**src/rtl/irqhub_pkg.sv**
```systemverilog
package irqhub_pkg;
  localparam int SLOTS   = 4;
  localparam int REQ_W   = 2 * SLOTS;
  localparam int STAT_W  = 4 * SLOTS;
  localparam int DATA_W  = 16;
  localparam int ADDR_W  = 3;
  localparam int CFG_W   = 4;
  localparam int CFG_LSB = 2;
  // positions inside the stored configuration field
  localparam int CFG_TO_EN  = 0;
  localparam int CFG_ERR_EN = 1;
  localparam int CFG_EDGE0  = 2;
  localparam int CFG_EDGE1  = 3;
  // status word field bases
  localparam int ERR_LSB = REQ_W;
  localparam int TO_LSB  = REQ_W + SLOTS;

  typedef struct packed {
    logic [SLOTS-1:0] clrTo;
    logic [REQ_W-1:0] clrReq;
    logic [SLOTS-1:0] cfgWe;
    logic [CFG_W-1:0] cfgVal;
    logic [SLOTS:0]   rdSel;
  } hubStrobe_t;
endpackage

```
**src/rtl/irqhub_sync.sv**
```systemverilog
module irqhub_sync #(
  parameter int   WIDTH   = 1,
  parameter int   STAGES  = 2,
  parameter logic RST_VAL = 1'b1
) (
  input  logic             clk,
  input  logic             rstN,
  input  logic [WIDTH-1:0] asyncIn,
  output logic [WIDTH-1:0] syncOut
);
  logic [WIDTH-1:0] stageQ [STAGES];

  for (genvar g = 0; g < STAGES; g++) begin : g_stage
    if (g == 0) begin : g_first
      always_ff @(posedge clk or negedge rstN) begin
        if (!rstN) stageQ[g] <= {WIDTH{RST_VAL}};
        else       stageQ[g] <= asyncIn;
      end
    end else begin : g_next
      always_ff @(posedge clk or negedge rstN) begin
        if (!rstN) stageQ[g] <= {WIDTH{RST_VAL}};
        else       stageQ[g] <= stageQ[g-1];
      end
    end
  end

  assign syncOut = stageQ[STAGES-1];
endmodule

```
**src/rtl/irqhub_ctrl.sv**
```systemverilog
module irqhub_ctrl
  import irqhub_pkg::*;
(
  input  logic              clk,
  input  logic              rstN,
  input  logic              hostWrEn,
  input  logic [ADDR_W-1:0] hostAddr,
  input  logic [DATA_W-1:0] hostWrData,
  output hubStrobe_t        strobe
);
  // error field of a status write is read-only and deliberately dropped
  logic unusedErrBits;
  assign unusedErrBits = ^hostWrData[ERR_LSB +: SLOTS];

  always_comb begin
    strobe        = '0;
    strobe.cfgVal = hostWrData[CFG_LSB +: CFG_W];
    for (int s = 0; s <= SLOTS; s++) begin
      if (hostAddr == ADDR_W'(s)) strobe.rdSel[s] = 1'b1;
    end
    if (hostWrEn) begin
      if (hostAddr == '0) begin
        strobe.clrTo  = hostWrData[TO_LSB +: SLOTS];
        strobe.clrReq = hostWrData[REQ_W-1:0];
      end
      for (int s = 0; s < SLOTS; s++) begin
        if (hostAddr == ADDR_W'(s + 1)) strobe.cfgWe[s] = 1'b1;
      end
    end
  end

  AST_NO_STROBE_IDLE: assert property (@(posedge clk) disable iff (!rstN)
    !hostWrEn |-> (strobe.clrTo == '0 && strobe.clrReq == '0 && strobe.cfgWe == '0));
  AST_ONE_READ_SEL: assert property (@(posedge clk) disable iff (!rstN)
    $onehot0(strobe.rdSel));
endmodule

```
**src/rtl/irqhub_datapath.sv**
```systemverilog
module irqhub_datapath
  import irqhub_pkg::*;
#(
  parameter int SYNC_STAGES = 2
) (
  input  logic              clk,
  input  logic              rstN,
  input  hubStrobe_t        strobe,
  input  logic [SLOTS-1:0]  errN,
  input  logic [SLOTS-1:0]  irq0N,
  input  logic [SLOTS-1:0]  irq1N,
  input  logic [SLOTS-1:0]  timeoutPulse,
  output logic [DATA_W-1:0] rdData,
  output logic              irqOut
);
  localparam int SYNC_W = 3 * SLOTS;

  logic [SYNC_W-1:0] syncIn, syncOut;
  logic [SLOTS-1:0]  errSyncN, irq0SyncN, irq1SyncN;
  logic [REQ_W-1:0]  reqSyncN, reqPrevN, edgeHit, edgeMode, latchQ, reqStat;
  logic [CFG_W-1:0]  cfgQ [SLOTS];
  logic [SLOTS-1:0]  toQ, toEn, errEn, errStat;
  logic [STAT_W-1:0] statusWord;
  logic              irqNext;

  assign syncIn = {irq1N, irq0N, errN};

  irqhub_sync #(.WIDTH(SYNC_W), .STAGES(SYNC_STAGES), .RST_VAL(1'b1)) u_sync (
    .clk     (clk),
    .rstN    (rstN),
    .asyncIn (syncIn),
    .syncOut (syncOut)
  );

  assign errSyncN  = syncOut[0 +: SLOTS];
  assign irq0SyncN = syncOut[SLOTS +: SLOTS];
  assign irq1SyncN = syncOut[2*SLOTS +: SLOTS];

  for (genvar s = 0; s < SLOTS; s++) begin : g_slot
    assign reqSyncN[2*s]     = irq0SyncN[s];
    assign reqSyncN[2*s + 1] = irq1SyncN[s];
    assign edgeMode[2*s]     = cfgQ[s][CFG_EDGE0];
    assign edgeMode[2*s + 1] = cfgQ[s][CFG_EDGE1];
    assign toEn[s]           = cfgQ[s][CFG_TO_EN];
    assign errEn[s]          = cfgQ[s][CFG_ERR_EN];

    always_ff @(posedge clk or negedge rstN) begin
      if (!rstN)               cfgQ[s] <= '0;
      else if (strobe.cfgWe[s]) cfgQ[s] <= strobe.cfgVal;
    end

    always_ff @(posedge clk or negedge rstN) begin
      if (!rstN) toQ[s] <= 1'b0;
      else       toQ[s] <= timeoutPulse[s] | (toQ[s] & ~strobe.clrTo[s]);
    end

    AST_TO_STICKY: assert property (@(posedge clk) disable iff (!rstN)
      toQ[s] && !strobe.clrTo[s] |=> toQ[s]);
    AST_TO_EVENT_WINS: assert property (@(posedge clk) disable iff (!rstN)
      timeoutPulse[s] |=> toQ[s]);
  end

  assign errStat = ~errSyncN;

  // falling edge of the synchronized active-low request line
  always_ff @(posedge clk or negedge rstN) begin
    if (!rstN) reqPrevN <= '1;
    else       reqPrevN <= reqSyncN;
  end
  assign edgeHit = reqPrevN & ~reqSyncN;

  for (genvar k = 0; k < REQ_W; k++) begin : g_req
    always_ff @(posedge clk or negedge rstN) begin
      if (!rstN)            latchQ[k] <= 1'b0;
      else if (edgeMode[k]) latchQ[k] <= edgeHit[k] | (latchQ[k] & ~strobe.clrReq[k]);
      else                  latchQ[k] <= 1'b0;
    end
    assign reqStat[k] = edgeMode[k] ? latchQ[k] : ~reqSyncN[k];

    AST_LEVEL_NO_LATCH: assert property (@(posedge clk) disable iff (!rstN)
      !edgeMode[k] |=> !latchQ[k]);
    AST_EDGE_HOLD: assert property (@(posedge clk) disable iff (!rstN)
      edgeMode[k] && latchQ[k] && !strobe.clrReq[k] |=> latchQ[k]);
    AST_EDGE_EVENT_WINS: assert property (@(posedge clk) disable iff (!rstN)
      edgeMode[k] && edgeHit[k] |=> latchQ[k]);
  end

  assign statusWord = {toQ, errStat, reqStat};

  always_comb begin
    rdData = '0;
    if (strobe.rdSel[0]) rdData = statusWord;
    for (int s = 0; s < SLOTS; s++) begin
      if (strobe.rdSel[s+1]) rdData[CFG_LSB +: CFG_W] = cfgQ[s];
    end
  end

  assign irqNext = (|reqStat) | (|(toQ & toEn)) | (|(errStat & errEn));

  always_ff @(posedge clk or negedge rstN) begin
    if (!rstN) irqOut <= 1'b0;
    else       irqOut <= irqNext;
  end

  AST_REQ_RAISES_IRQ: assert property (@(posedge clk) disable iff (!rstN)
    (reqStat != '0) |=> irqOut);
  AST_GATED_TO_RAISES_IRQ: assert property (@(posedge clk) disable iff (!rstN)
    ((toQ & toEn) != '0) |=> irqOut);
endmodule

```
**src/rtl/slot_irq_hub.sv**
```systemverilog
module slot_irq_hub
  import irqhub_pkg::*;
#(
  parameter int SYNC_STAGES = 2
) (
  input  logic              clk,
  input  logic              rstN,
  input  logic              hostWrEn,
  input  logic [ADDR_W-1:0] hostAddr,
  input  logic [DATA_W-1:0] hostWrData,
  output logic [DATA_W-1:0] hostRdData,
  input  logic [SLOTS-1:0]  errN,
  input  logic [SLOTS-1:0]  irq0N,
  input  logic [SLOTS-1:0]  irq1N,
  input  logic [SLOTS-1:0]  timeoutPulse,
  output logic              irqOut
);
  hubStrobe_t strobe;

  irqhub_ctrl u_ctrl (
    .clk        (clk),
    .rstN       (rstN),
    .hostWrEn   (hostWrEn),
    .hostAddr   (hostAddr),
    .hostWrData (hostWrData),
    .strobe     (strobe)
  );

  irqhub_datapath #(.SYNC_STAGES(SYNC_STAGES)) u_dp (
    .clk          (clk),
    .rstN         (rstN),
    .strobe       (strobe),
    .errN         (errN),
    .irq0N        (irq0N),
    .irq1N        (irq1N),
    .timeoutPulse (timeoutPulse),
    .rdData       (hostRdData),
    .irqOut       (irqOut)
  );
endmodule

```
**config.mk**
```make
export PLATFORM = sky130hd
export DESIGN_NAME = slot_irq_hub
export DESIGN_NICKNAME = d
export VERILOG_FILES = /design/src/rtl/irqhub_pkg.sv /design/src/rtl/irqhub_sync.sv /design/src/rtl/irqhub_ctrl.sv /design/src/rtl/irqhub_datapath.sv /design/src/rtl/slot_irq_hub.sv
export SDC_FILE = /design/constraint.sdc
export NUM_CORES = 1
export LEC_CHECK = 0
export BUFFER_PORTS_ARGS = -buffer_cell sky130_fd_sc_hd__buf_2
export CAP_MARGIN = 40
export CORE_ASPECT_RATIO = 1.4
export CORE_UTILIZATION = 30
export CTS_CLUSTER_SIZE = 40
export DETAILED_ROUTE_END_ITERATION = 6
export HOLD_SLACK_MARGIN = 0.12
export PLACE_DENSITY = 0.53
export RECOVER_POWER = 25
export SYNTH_ARGS = -nofsm -noshare
export SYNTH_HDL_FRONTEND = slang
export SYNTH_SLANG_ARGS = --single-unit
```
**constraint.sdc**
```tcl
create_clock -name clk -period 3.5 [get_ports clk]
set_clock_uncertainty 0.1 [all_clocks]
set_input_delay 0.525 -clock clk [delete_from_list [all_inputs] [get_ports clk]]
set_output_delay 0.525 -clock clk [all_outputs]
set_load 0.05 [all_outputs]
```
Yosys cells after proc, flatten, opt, wreduce, memory -nomap -nowiden
Index checks and enable logic that the tools add are counted.

storage, ports and cells
  output and inout bits = 17
  bits in registers = 61
  bits in read-only memories = 0
  memories = 0
  RAM bits = 0
  bits in latches = 0

cells by class
  bitwise logic cells = 51
  $lt $le $gt $ge = 0
  add/subtract/negate cells = 0
  $mul = 0
  shift-type cells = 0
  equal/unequal tests = 4
  reduce and logical (&&, ||, !) cells = 4
  mux-type cells = 28
  divide/modulo/power cells = 0

operators by type and width
  cell                  count
  $mux W16              2
  $mux W1               21
  $not A1 Y1            20
  $mux W4               4
  $or A1 B1 Y1          14
  $and A1 B1 Y1         12
  $mux W12              1
  $and A4 B4 Y4         2
  $and A8 B8 Y8         1
  $not A8 Y8            1
  $reduce_or A4 Y1      2
  $reduce_or A8 Y1      1
  $eq A3 B2 Y1 const B  2
  $not A4 Y4            1
  $eq A3 B1 Y1 const B  1
  $eq A3 B3 Y1 const B  1
  $logic_not A3 Y1      1

Longest topological paths before layout
  depth in word-level cells = 7
  mapped depth = 6

Cells and area by module
Synthesis repeated with hierarchy kept, for this count alone.

second synthesis, totals
  cells, all modules = 225
  area total of the unflattened synthesis = 2,687.6 µm²

modules (own cells, without submodules)
  module           area each (µm²)  instances  cells an instance
  irqhub_datapath  1,709.1          1          158
  irqhub_sync      720.7            1          36
  irqhub_ctrl      257.7            1          31

Worst setup path before layout
Ideal clock, no wire load.

  kind = input to output
  from = in hostAddr[0]
  to = out hostRdData[3]
  arrival = 2,169 ps
  buffers on the path = 2
  stages on the path = 6
  data required time = 2,875 ps
  setup slack = 706 ps
  cell sequence = buf_4 > buf_2 > nand2_1 > o22ai_1 > a21oi_1 > o21ai_0

on the way
  cells in the longest elaborated chain, start to end = 7

ends and longest elaborated chain
  item                  line                   source
  start, declared       slot_irq_hub.sv:9      input logic [ADDR_W-1:0] hostAddr,
  $logic_not A3 Y1      irqhub_ctrl.sv:19      if (hostAddr == ADDR_W'(s)) strobe.rdSel[s] = 1'b1;
  $mux W1               irqhub_ctrl.sv:19
  $mux W16              irqhub_datapath.sv:92  if (strobe.rdSel[0]) rdData = statusWord;
  $mux W4 (3 in a row)  irqhub_datapath.sv:94  if (strobe.rdSel[s+1]) rdData[CFG_LSB +: CFG_W] = cfgQ[s];
  $mux W4 *             irqhub_datapath.sv:94
  end, declared         slot_irq_hub.sv:11     output logic [DATA_W-1:0] hostRdData,

Every way passes the cells marked *; elsewhere a longest branch is shown, timed or not.

Final worst setup path
  from = reg u_dp.u_sync.stageQ (netlist bit u_dp.u_sync.syncOut[10])
  to = out hostRdData[5]

on the way
  cells in the longest elaborated chain, start to end = 7

ends and longest elaborated chain
  item                             line                   source
  start, declared                  irqhub_sync.sv:11      logic [WIDTH-1:0] stageQ [STAGES];
  start signal, assigned by index  irqhub_sync.sv:21      if (!rstN) stageQ[g] <= {WIDTH{RST_VAL}};
  start signal, assigned by index  irqhub_sync.sv:22      else stageQ[g] <= stageQ[g-1];
  $not A1 Y1                       irqhub_datapath.sv:78  assign reqStat[k] = edgeMode[k] ? latchQ[k] : ~reqSyncN[k];
  $mux W1                          irqhub_datapath.sv:78
  $mux W16                         irqhub_datapath.sv:92
  $mux W4 (4 in a row)             irqhub_datapath.sv:94

No other way between the ends.

==> impl_metrics.json <==
{
  "grt.met3_usage_pct": 3.82,
  "outcome": "complete, no violations",
  "drt-wirelength-per-cell_um": 14.6,
  "crit_path_start_kind": "flop",
  "synth-edff-count": 0,
  "hold_class": "primary input to flop",
  "clkPwrFrac_pct": 35.7,
  "min_period_over_period_pct": 71.8,
  "avgViaCountPerCell": 4.62,
  "slew_headroom_pct": 2.32,
  "die_y_um": 110,
  "fin_nets": 294,
  "critical_path_class": "flop to output pin",
  "firstDrtPassIters": 4,
  "cts_sinks": 61,
  "irDropWorstVdd_v": 0.000238,
  "internal_power_mw": 1.26,
  "pwr-share-seq_pct": 49.4,
  "num_io_pins": 55,
  "hold_viol": 0,
  "path_clk_slew_ns": 0.06,
  "grt_pass1_wl_um": 8560,
  "synth_cell_type_count": 36,
  "finalSetupTns_ns": 0,
  "port_buffers": 50,
  "drc": 0,
  "area_growth_pct": 22.0,
  "slowest_delay_ns": 0.55,
  "path_buf_inv": 1,
  "antenna_found_initial": 0,
  "grt_max_degree": 62,
  "reg2regPathDepth": 4,
  "top_usage_layer": "met2",
  "p_per_area_nw_per_um2": 568,
  "worst-path-stages": 4,
  "tightestPinTransition_ns": 1.47,
  "ys_async_sr_fraction_pct": 100,
  "wirelength_um": 5290,
  "synth.yosys.seq_area_share_pct": 63.0,
  "htree_levels": 3,
  "critPathMaxFanout": 3,
  "whs_path_depth": 1,
  "path_cells": "mux2i_1 -> mux4_2 -> a22o_1 -> buf_2",
  "fmax_mhz": 398,
  "post-cts-setup-buffers": 0,
  "die_area_um2": 8660,
  "yosysWarnings": 0,
  "diodes": 0,
  "n_fill_cell": 810,
  "end_kind": "output pin",
  "fin_util_pct": 38.4,
  "drive_gt1_share_pct": 42.5,
  "syn_area_per_cell_um2": 12.4,
  "cap_violations": 0,
  "crit_arrival_ns": 1.89,
  "crit_start": "u_dp.u_sync.syncOut[10]",
  "ys_ff_latch": 61,
  "grtUsageTotal_pct": 14.0,
  "combPwrFrac_pct": 14.9,
  "slowest_stage": "dfstp_1",
  "fin_hold_ws_ns": 0.177,
  "cts_tree": "done",
  "grt_use_met1_pct": 16.2,
  "dp_slack_ns": 1.06,
  "crit_family": "multiplexers",
  "rows": 38,
  "placed_area_um2": 2840,
  "setup_slack_ns": 0.986,
  "drt_first_iter_violations": 57,
  "power_leakage_nw": 1.31,
  "die-width_um": 78.9,
  "cts_buffer_depth": 2,
  "cts_root_buf": "clkbuf_8",
  "finalSetupViolCount": 0,
  "cp.required_ns": 2.87,
  "synth.net_count": 238,
  "gp_congestion": 0.780,
  "min_period_ns": 2.51,
  "switching_power_mw": 0.467,
  "grt-ovfl-total": 0,
  "num_vias": 1668,
  "core_area_um2": 7890,
  "hold_buffers": 0,
  "r2r_start": "u_dp.u_sync.syncOut[2]",
  "numCtsBuffers": 9,
  "swShare_pct": 27.1,
  "initial_core_util_pct": 31.5,
  "cts_resized": 0,
  "postLayoutCellArea_um2": 3030,
  "hpwl_um": 3780,
  "grt_pass1_vias": 1657,
  "antenna_left": 0,
  "maxSlewViolCount": 0,
  "clkLatencyLatePin_ns": 0.34,
  "synthFlopType": "dfstp_2",
  "syn_inst": 200,
  "rsz0062_at_grt": "false",
  "use_met2_pct": 22.6,
  "min_from": "irq0N[3]",
  "syn-cell-area_um2": 2490
}
-- cells in the final DEF, fill, tap and decap left out, types with 2 or more instances in the layout --
master,count
o22ai_1,3
a21oi_1,12
dfrtp_1,29
o21a_1,9
a21o_1,4
a21boi_0,6
nand2b_1,3
clkbuf_1,2
nor3_2,2
a211oi_1,2
and2_1,5
dfstp_2,24
clkbuf_8,14
inv_1,4
o21ai_0,8
nor2_1,14
nand2_1,18
mux2_2,15
dfstp_1,8
buf_2,50
mux2i_1,3
nor2b_1,9
-- path summary, 6_finish.rpt --
| check | slack [ns] | endpoint |
|---|---|---|
| setup reg to reg | 1.65 | u_dp.irqOut |
| min in group asynchronous | 0.52 | u_dp.cfgQ[6] |
| hold reg to reg | 0.26 | u_dp.u_sync.syncOut[3] |
| hold / removal | 0.18 | u_dp.u_sync.stageQ[19] |
| setup / recovery | 0.99 | hostRdData[5] |
| max in group asynchronous | 1.90 | u_dp.statusWord[15] |
-- Yosys cell counts (all sizes together), types with 2 or more instances --
| cell | count | area [um^2] |
|---|---|---|
| o21ai | 8 | 40.0 |
| and2 | 5 | 31.3 |
| dfrtp | 29 | 726 |
| a21oi | 12 | 60.1 |
| a211oi | 2 | 15.0 |
| nor2b | 9 | 56.3 |
| nand2 | 18 | 67.6 |
| dfstp | 32 | 841 |
| inv | 4 | 15.0 |
| a21o | 4 | 30.0 |
| mux2i | 3 | 30.0 |
| o22ai | 3 | 18.8 |
| mux2 | 15 | 169 |
| buf | 6 | 37.5 |
| a21boi | 7 | 52.6 |
| nand2b | 3 | 18.8 |
| nor2 | 15 | 58.8 |
| o21a | 9 | 67.6 |
| nor3 | 3 | 25.0 |
-- sequential cells by signal, indices dropped and copies added, names as in the netlist --
signal / flops
u_dp.latchQ: 8
u_dp.cfgQ: 16
u_dp.reqPrevN: 8
u_dp.u_sync.stageQ: 12
u_dp.irqOut: 1
u_dp.statusWord: 4
u_dp.u_sync.syncOut: 12
-- cells by family after synthesis --
logic type	synth area share [%]
compound gates	12.8
buf+inv	2.26
flops	63.0
mux	8.91
simple gates	13.0
-- power by group through the flow --
stage	Clock [mW]	Sequential, mW	Combinational (mW)
3_3_place_gp	0	0.862	0.257
2_1_floorplan	0	0.845	0.188
5_1_grt	0.671	0.863	0.286
6_report	0.615	0.851	0.258
4_1_cts	0.643	0.854	0.263
3_5_place_dp	0	0.865	0.262
-- metrics by stage --
step                power, mW  cells
floorplan                1.03    200
global placement         1.12    345
detailed placement       1.13    345
CTS                      1.76    361
global route             1.82    361
finish                   1.72    361
-- per-layer routing --
metal  wire length (um)  up-vias  part of all wire, %
met5                  0        -                    0
met4                154        0                  2.9
met3                196       10                  3.7
met2               2680       35                   51
met1               2250      819                   43
li1                   -      804                    -
-- layout make-up --
type / instances / area, um^2 / area share (%)
Clock buffer: 16 / 200 / 6.60
Timing Repair Buffer: 52 / 263 / 8.66
Multi-Input combinational cell: 128 / 863 / 28.5
Tap cell: 100 / 125 / 4.13
Inverter: 4 / 15.0 / 0.495
Sequential cell: 61 / 1570 / 51.7
No activity file was read; power rests on OpenSTA's default activity.
